$ cat src/rtl/lkc_pkg.sv
package lkc_pkg;

  // Limit an integer into [lo, hi]
  function automatic int clamp_int(input int v, input int lo, input int hi);
    int r;
    r = v;
    if (r < lo) r = lo;
    if (r > hi) r = hi;
    return r;
  endfunction

endpackage

$ cat src/rtl/lkc_bubble_enc.sv
module lkc_bubble_enc #(
  parameter int NCH    = 6,
  parameter int CODE_W = $clog2(NCH + 2)
) (
  input  logic [NCH-1:0]    chan_raw,
  output logic [CODE_W-1:0] level_code
);

  logic [NCH-1:0] chan_clean;

  // Isolated-bubble cleanup, interior channels only
  for (genvar i = 0; i < NCH; i++) begin : g_clean
    if (i == 0 || i == NCH - 1) begin : g_edge
      assign chan_clean[i] = chan_raw[i];
    end else begin : g_mid
      assign chan_clean[i] = (chan_raw[i-1] == chan_raw[i+1]) ? chan_raw[i-1]
                                                               : chan_raw[i];
    end
  end

  // Level = 1 + tripped channel count
  function automatic int ones_in(input logic [NCH-1:0] v);
    int n;
    n = 0;
    for (int k = 0; k < NCH; k++) n += int'(v[k]);
    return n;
  endfunction

  always_comb begin
    level_code = CODE_W'(ones_in(chan_clean) + 1);
  end

endmodule

$ cat src/rtl/lkc_meas_window.sv
module lkc_meas_window #(
  parameter int MEAS_CYCLES = 16,
  parameter int STABLE_RUNS = 3,
  parameter int CODE_W      = 3
) (
  input  logic              clk,
  input  logic              rst_n,
  input  logic              meas_en,
  input  logic [CODE_W-1:0] level_code,
  output logic              latch_fire,
  output logic [CODE_W-1:0] latch_code
);

  localparam int WIN_W = $clog2(MEAS_CYCLES + 1);
  localparam int RUN_W = $clog2(STABLE_RUNS + 1);

  logic [WIN_W-1:0]  win_cnt;
  logic [RUN_W-1:0]  run_cnt;
  logic [RUN_W-1:0]  run_next;
  logic [CODE_W-1:0] last_code;
  logic              win_open;
  logic              sample;
  logic              match;

  assign win_open = (win_cnt == WIN_W'(MEAS_CYCLES));
  assign sample   = meas_en && win_open;
  assign match    = (run_cnt != '0) && (level_code == last_code);

  always_comb begin
    if (!match)
      run_next = RUN_W'(1);
    else if (run_cnt == RUN_W'(STABLE_RUNS))
      run_next = run_cnt;
    else
      run_next = run_cnt + RUN_W'(1);
  end

  assign latch_fire = sample && (run_next == RUN_W'(STABLE_RUNS))
                             && (run_cnt  != RUN_W'(STABLE_RUNS));
  assign latch_code = level_code;

  always_ff @(posedge clk or negedge rst_n) begin
    if (!rst_n) begin
      win_cnt   <= '0;
      run_cnt   <= '0;
      last_code <= '0;
    end else if (!meas_en) begin
      win_cnt <= '0;
      run_cnt <= '0;
    end else begin
      if (!win_open) win_cnt <= win_cnt + WIN_W'(1);
      if (sample) begin
        last_code <= level_code;
        run_cnt   <= run_next;
      end
    end
  end

  AST_FIRE_AFTER_SETTLE: assert property (@(posedge clk) disable iff (!rst_n)
    latch_fire |-> $past(meas_en));
  AST_FIRE_ON_EQUAL: assert property (@(posedge clk) disable iff (!rst_n)
    latch_fire |-> $past(level_code) == level_code);
  AST_DROP_CLEARS: assert property (@(posedge clk) disable iff (!rst_n)
    !meas_en |=> (run_cnt == '0) && (win_cnt == '0));

endmodule

$ cat src/rtl/lkc_keeper_store.sv
module lkc_keeper_store #(
  parameter int CODE_W       = 3,
  parameter int KW           = 3,
  parameter int KEEPER_RESET = (1 << KW) - 1
) (
  input  logic              clk,
  input  logic              rst_n,
  input  logic              latch_fire,
  input  logic [CODE_W-1:0] latch_code,
  input  logic              fuse_prog,
  output logic [CODE_W-1:0] leak_code,
  output logic              code_valid,
  output logic [KW-1:0]     keeper_sel,
  output logic              fuse_blown
);

  import lkc_pkg::*;

  localparam int KMAX = (1 << KW) - 1;

  function automatic logic [KW-1:0] to_keeper(input logic [CODE_W-1:0] c);
    return KW'(clamp_int(int'(c), 1, KMAX));
  endfunction

  logic keeper_update;
  logic fuse_set;

  assign keeper_update = latch_fire && !fuse_blown;
  assign fuse_set      = fuse_prog && code_valid;

  always_ff @(posedge clk or negedge rst_n) begin
    if (!rst_n) begin
      leak_code  <= '0;
      code_valid <= 1'b0;
      keeper_sel <= KW'(KEEPER_RESET);
      fuse_blown <= 1'b0;
    end else begin
      if (latch_fire) begin
        leak_code  <= latch_code;
        code_valid <= 1'b1;
      end
      if (keeper_update) keeper_sel <= to_keeper(latch_code);
      if (fuse_set)      fuse_blown <= 1'b1;
    end
  end

  AST_KEEPER_NONZERO: assert property (@(posedge clk) disable iff (!rst_n)
    keeper_sel != '0);
  AST_FUSE_STICKY: assert property (@(posedge clk) disable iff (!rst_n)
    fuse_blown |=> fuse_blown);
  AST_FUSE_FREEZE: assert property (@(posedge clk) disable iff (!rst_n)
    fuse_blown |=> $stable(keeper_sel));

endmodule

$ cat src/rtl/lkc_keeper_cal.sv
module lkc_keeper_cal #(
  parameter int NCH          = 6,
  parameter int MEAS_CYCLES  = 16,
  parameter int STABLE_RUNS  = 3,
  parameter int KW           = 3,
  parameter int KEEPER_RESET = (1 << KW) - 1
) (
  input  logic       clk,
  input  logic       rst_n,
  input  logic       meas_en,
  input  logic       fuse_prog,
  input  logic [5:0] sense_chan,
  output logic [2:0] leak_code,
  output logic       code_valid,
  output logic [2:0] keeper_sel,
  output logic       fuse_blown
);

  localparam int CODE_W = $clog2(NCH + 2);

  logic [CODE_W-1:0] level_code;
  logic              latch_fire;
  logic [CODE_W-1:0] latch_code;

  lkc_bubble_enc #(.NCH(NCH), .CODE_W(CODE_W)) u_enc (
    .chan_raw   (sense_chan),
    .level_code (level_code)
  );

  lkc_meas_window #(
    .MEAS_CYCLES (MEAS_CYCLES),
    .STABLE_RUNS (STABLE_RUNS),
    .CODE_W      (CODE_W)
  ) u_win (
    .clk        (clk),
    .rst_n      (rst_n),
    .meas_en    (meas_en),
    .level_code (level_code),
    .latch_fire (latch_fire),
    .latch_code (latch_code)
  );

  lkc_keeper_store #(
    .CODE_W       (CODE_W),
    .KW           (KW),
    .KEEPER_RESET (KEEPER_RESET)
  ) u_store (
    .clk        (clk),
    .rst_n      (rst_n),
    .latch_fire (latch_fire),
    .latch_code (latch_code),
    .fuse_prog  (fuse_prog),
    .leak_code  (leak_code),
    .code_valid (code_valid),
    .keeper_sel (keeper_sel),
    .fuse_blown (fuse_blown)
  );

  AST_LEVEL_RANGE: assert property (@(posedge clk) disable iff (!rst_n)
    code_valid |-> (leak_code >= 3'd1) && (leak_code <= 3'(NCH + 1)));

endmodule

$ cat config.mk
export PLATFORM = sky130hd
export DESIGN_NAME = lkc_keeper_cal
export DESIGN_NICKNAME = d
export VERILOG_FILES = /design/src/rtl/lkc_pkg.sv /design/src/rtl/lkc_bubble_enc.sv /design/src/rtl/lkc_meas_window.sv /design/src/rtl/lkc_keeper_store.sv /design/src/rtl/lkc_keeper_cal.sv
export SDC_FILE = /design/constraint.sdc
export NUM_CORES = 1
export LEC_CHECK = 0
export CAP_MARGIN = 20
export CORE_MARGIN = 1.5
export CORE_UTILIZATION = 35
export CTS_BUF_LIST = sky130_fd_sc_hd__clkbuf_4 sky130_fd_sc_hd__clkbuf_8
export DETAILED_ROUTE_END_ITERATION = 8
export HOLD_SLACK_MARGIN = 0.05
export PLACE_DENSITY_LB_ADDON = 0.2
export SLEW_MARGIN = 20
export SYNTH_ARGS = -nofsm -noshare
export SYNTH_HDL_FRONTEND = slang
export SYNTH_SLANG_ARGS = --single-unit
$ cat constraint.sdc
create_clock -name clk -period 1.9 [get_ports clk]
set_clock_uncertainty 0.05 [all_clocks]
set_input_delay 0.57 -clock clk [delete_from_list [all_inputs] [get_ports clk]]
set_output_delay 0.57 -clock clk [all_outputs]
set_load 0.02 [all_outputs]
-- Yosys cells after proc, flatten, opt, wreduce, memory -nomap -nowiden
Cells that the tools add are included.
- register bits: 18
- input port bits: 10
- output and inout port bits: 8
- word-level logic and storage cells: 50
- $add $sub $neg: 8
- magnitude comparators: 2
- equality and inequality tests: 11
- muxes and demuxes: 13
- reduce and logical (&&, ||, !) cells: 9
- operators by type and width (kind ; number):
    $gt 32x4->1 const B ; 1
    $mux 32 ; 1
    $add 3x2->3 ; 4
    $mux 5 ; 2
    $mux 2 ; 4
    $logic_and 1x1->1 ; 6
    $mux 3 ; 2
    $add 5x1->5 const B ; 1
    $eq 5x5->1 const B ; 1
    $eq 1x1->1 ; 4
    $eq 2x2->1 const B ; 2
    $mux 1 ; 4
    $ne 2x2->1 const B ; 2
    $add 3x2->3 const B ; 1
    $eq 3x3->1 ; 1
    $lt 3x1->1 const B ; 1
    $add 1x1->2 ; 1
    $add 2x1->2 const B ; 1
    $ne 2x1->1 const B ; 1
    $reduce_and 2->1 ; 1
    $reduce_bool 2->1 ; 1
    $logic_not 1->1 ; 1

-- Depth between registers and ports, before layout
- depth in word-level cells: 18
- mapped depth: 12
- depth with buffers taken out: 12

-- Hierarchy
A second synthesis with hierarchy kept.
- cell total of the unflattened synthesis: 81
- area, all modules: 977.2 um^2
- by module, submodules not included (module ; times used ; cells each ; area each (um^2) ; sequential area each (um^2)):
    lkc_meas_window ; 1 ; 46 ; 534.3 ; 250.2
    lkc_keeper_store ; 1 ; 18 ; 301.5 ; 203.9
    lkc_bubble_enc ; 1 ; 17 ; 141.4 ; 0.0

-- Worst setup path before layout
No wires, ideal clock.
- path kind: input port to flip-flop
- from: in sense_chan[0]
- to: reg u_store.keeper_sel[1]
- library setup time: 85 ps
- arrival time: 4022 ps
- data required time: 1765 ps
- path slack: -2257 ps
- cell stages on the path: 12
- buffers on the path: 0
- path through: maj3_1 -> ha_1 -> inv_1 -> ha_1 -> fa_1 -> inv_1 -> ha_1 -> fa_1 -> xor2_1 -> or4_4 -> nor3_4 -> mux2_1
- word-level cells in the longest chain between the ends: 15
- elaborated cells between the ends (all ways): 20
- those cells by class: 6 x add/sub; 2 x order compare; 3 x eq/ne; 5 x mux; 4 x reduce/logical
- ends and longest elaborated chain (element ; line ; RTL):
    from (decl) ; lkc_keeper_cal.sv:12 ; input logic [5:0] sense_chan,
    $eq 1x1->1 ; lkc_bubble_enc.sv:16 ; assign chan_clean[i] = (chan_raw[i-1] == chan_raw[i+1]) ? chan_raw[i-1]
    $mux 1 ; lkc_bubble_enc.sv:16 ;
    $add 1x1->2 (*) ; lkc_bubble_enc.sv:25 ; for (int k = 0; k < NCH; k++) n += int'(v[k]);
    $add 3x2->3 (*) (4 in a row) ; lkc_bubble_enc.sv:25 ;
    $add 3x2->3 (*) ; lkc_bubble_enc.sv:30 ; level_code = CODE_W'(ones_in(chan_clean) + 1);
    named net latch_code[1] ; lkc_keeper_cal.sv:23 ; logic [CODE_W-1:0] latch_code;
    branches (longest 7 deep; another with $gt 32x4->1) ; - ;
    to (signal assigned) ; lkc_keeper_store.sv:35 ; keeper_sel <= KW'(KEEPER_RESET);
    to (signal assigned) ; lkc_keeper_store.sv:42 ; if (keeper_update) keeper_sel <= to_keeper(latch_code);
    to (decl) ; lkc_keeper_store.sv:13 ; output logic [KW-1:0] keeper_sel,
Mark *: on every way through the listed nets, which the timed path passes. The select of a mux whose other input is x is not followed.
A chain may end at the register's enable or synchronous reset.

-- Worst setup path in the final report
- from: in sense_chan[1]
- to: reg u_store.keeper_sel[1]
- word-level cells in the longest chain between the ends: 14
- elaborated cells between the ends (all ways): 21
- those cells by class: 6 x add/sub; 2 x order compare; 3 x eq/ne; 6 x mux; 4 x reduce/logical
- ends and longest elaborated chain (element ; line):
    $mux 1 / $eq 1x1->1 (equally long branches) ; lkc_bubble_enc.sv:16
    $add 1x1->2 / $mux 1 (equally long branches) ; lkc_bubble_enc.sv:25, lkc_bubble_enc.sv:16
    $add 3x2->3 (*) (4 in a row) ; lkc_bubble_enc.sv:25
    $add 3x2->3 (*) ; lkc_bubble_enc.sv:30
    named net latch_code[1] ; lkc_keeper_cal.sv:23
    branches (longest 7 deep; another with $gt 32x4->1) ; -
Marks and branches as above.

==> summary.txt <==
Status
  – Run status: finished, violations left
  – Failing checks: design-rule violations, negative setup slack

Logic synthesis
  – Post-synthesis register bit count: 18
  – Mapped Area: 1060 um^2
  – Post-Syn Instances: 95
  – EDFF count, synth: 0
  – Synthesized area per cell: 11.2 um^2
  – Area contributors post-synth: dfrtp_1, dfstp_2, ha_1, mux2_1, fa_1
  – Post-synth top cells: dfrtp_1, inv_1, nand2_1
  – Top-count cell post-synth: dfrtp_1
  – Post-Synthesis Net Count: 113
  – Distinct cell type count after synthesis: 32
  – Sequential fraction of the synthesis area: 42.9%
  – Yosys top cell area share: 35.4%
  – Synthesis Warnings: 0
  – Synth async-reset ratio: 100%
  – Cell taking the most area after synthesis: dfrtp_1
  – Ys flop type: dfrtp_1

Clocking
  – H-tree level count: 1
  – CTS max path bufs: 2
  – Worst-skew pair later-pin latency: 290 ps
  – Clk pin slew, worst setup/hold paths: 110 ps
  – Root buffer cell: clkbuf_4
  – Clock sinks: 18
  – Hold buffer count at cts: 0
  – TritonCTS clock tree: done
  – Num CTS Buffers: 3

Power
  – Clock network power share: 21.8%
  – Switch share: 31.0%
  – Sequential power share: 35.5%
  – P_leak: 0.782 nW
  – Internal Power: 0.764 mW
  – NetSw: 0.343 mW
  – Peak VDD IR: 0.461 mV
  – Power Dens Cells: 683 nW/um^2
  – Logic pwr share: 42.7%

Final layout
  – Share of post-route cells with drive strength above 1: 43.1%
  – Fin area: 1620 um^2
  – Syn-to-layout area delta: 52.9%
  – Nets@finish: 156
  – Utilization after layout: 57.8%
  – Antenna cells: 0

Timing
  – Slew Viols, Final: 0
  – RSZ-0062 raised after global routing: yes
  – Maximum clock rate: 278 MHz
  – Slew headroom: 75.4%
  – Worst-Margin Slew: 367 ps
  – Final hold violations: 0
  – Tmin final: 3600 ps
  – Final worst path period share: 190%
  – Final worst slack: -1700 ps
  – Final Setup Violations: 12

Setup path
  – Critical R2R Launch: u_win.win_cnt[0]
  – Startpoint types: input pin
  – Critical Path RT: 2080 ps
  – Critical Path AT: 3790 ps
  – Reg2Reg Depth: 6
  – R2R setup slack: -90 ps
  – Setup Crit Path Kind: input pin to flop
  – Critical path endpoint category: flop
  – R2r endpoint: u_store.keeper_sel[1]
  – Worst setup path startpoint: sense_chan[1]
  – Setup crit end: u_store.keeper_sel[1]
  – CP max FO: 2

Min path
  – Hold Startpoint: u_store.keeper_sel[2]
  – Hold WC Path Type: flop to flop
  – WHS Path Cells: 2

Routing
  – Drt total wl: 2180 um
  – Wire length per cell: 13.0 um
  – DRT Pass-1 Iters: 6
  – Vias: 866
  – DRC: 1
  – Post-route ant nets: 0
  – Via density: 5.15
  – DRC marker count from the first detailed-route iteration: 27

Placement
  – Dpl hpwl: 1610 um
  – DP Area: 1480 um^2
  – PortBufs: 17
  – GP Congestion: 0.746

Die
  – Die area: 3370 um^2
  – Num ports: 18
  – Die width: 58.0 um
  – CORE AREA: 2810 um^2
  – DIE HEIGHT: 58.0 um
  – Starting Density: 37.8%
  – Rows: 19

Global routing
  – First-pass GRT wire length: 3810 um
  – Largest net degree at the start of global routing: 19
  – Initial antenna violation count: 0
  – Number of global-route vias before repair: 918
  – Gr usage total: 14.8%
  – GRT overflow: 0

Job
  – Max Cap Violations: 0
==> worst min path at each step <==
stage | to | slack (ps)
4_1_cts | u_store.code_valid | 460
2_1_floorplan | u_store.code_valid | 220
3_5_place_dp | u_store.code_valid | 440
6_report | u_store.keeper_sel[2] | 450
5_1_grt | u_store.keeper_sel[2] | 490
3_3_place_gp | u_store.code_valid | 430
==> per-stage QoR <==
step / TNS [ps] / instances / setup WS, ps / hold WS (ps) / total power [mW]
CTS: -17940 / 169 / -1820 / 457 / 1.08
global placement: -25380 / 162 / -2390 / 433 / 0.767
finish: -17200 / 168 / -1700 / 449 / 1.11
global route: -18130 / 168 / -1790 / 489 / 1.17
floorplan: -18520 / 95 / -1900 / 224 / 0.611
detailed placement: -25660 / 162 / -2410 / 441 / 0.770
==> worst max-delay path, stage by stage <==
cell and delay [ps]:
buf_6 90, maj3_2 320, ha_4 270, inv_2 40
ha_4 200, fa_1 510, inv_2 50, ha_4 150
fa_2 570, xor2_2 70, or4_4 450, nor3_4 180
mux2_4 320
==> state kept, by name, indices dropped and copies added (netlist names) <==
| register | count |
|---|---|
| u_win.win_cnt | 5 |
| u_win.run_cnt | 2 |
| u_store.keeper_sel | 3 |
| u_store.fuse_blown | 1 |
| u_store.leak_code | 3 |
| u_store.code_valid | 1 |
| u_win.last_code | 3 |
==> power by group through the flow <==
stage | sequential, mW | clock [mW] | combinational, mW
after CTS | 0.393 | 0.246 | 0.438
after global placement | 0.399 | 0 | 0.368
after detailed placement | 0.400 | 0 | 0.370
after floorplan | 0.400 | 0 | 0.211
after global routing | 0.393 | 0.262 | 0.515
final | 0.393 | 0.241 | 0.473
==> layout make-up <==
class                   count  area [um^2]
inverters                  10         37.5
clock buffers               4         36.3
fillers                   239         1180
flip-flops and latches     18          454
multi-input cells          67          711
repair buffers             38          343
well taps                  31         38.8
==> per-layer routing <==
metal	routed length, um	GRT usage (%)	vias to the layer above
li1	-	-	413
met1	1020	18.7	435
met2	1050	24.0	14
met3	79	4.02	4
met4	37	5.98	0
met5	0	0	-
==> placed cells by master, fill, tap and decap left out, types with 4 or more instances in the layout <==
master	count
dfrtp_1	15
nand2_1	10
mux2_4	5
dlygate4sd2_1	8
buf_6	8
clkdlybuf4s50_1	5
inv_1	8
o21ai_0	4
buf_4	16
==> repair_timing <==
action | 4_1_cts | 5_1_grt
setup endpoints to repair | 18 | 13
pin swaps | 9 | 10
resized for setup | 31 | 14
buffers inserted | 3 | 2
==> cells by family after synthesis <==
logic type	share of synthesized area (%)
mux	6.37
buf+inv	3.54
flops	42.9
compound gates	12.2
xor+xnor	7.20
fa+ha+maj	11.8
simple gates	16.1
No activity file was read; power rests on OpenSTA's default activity.
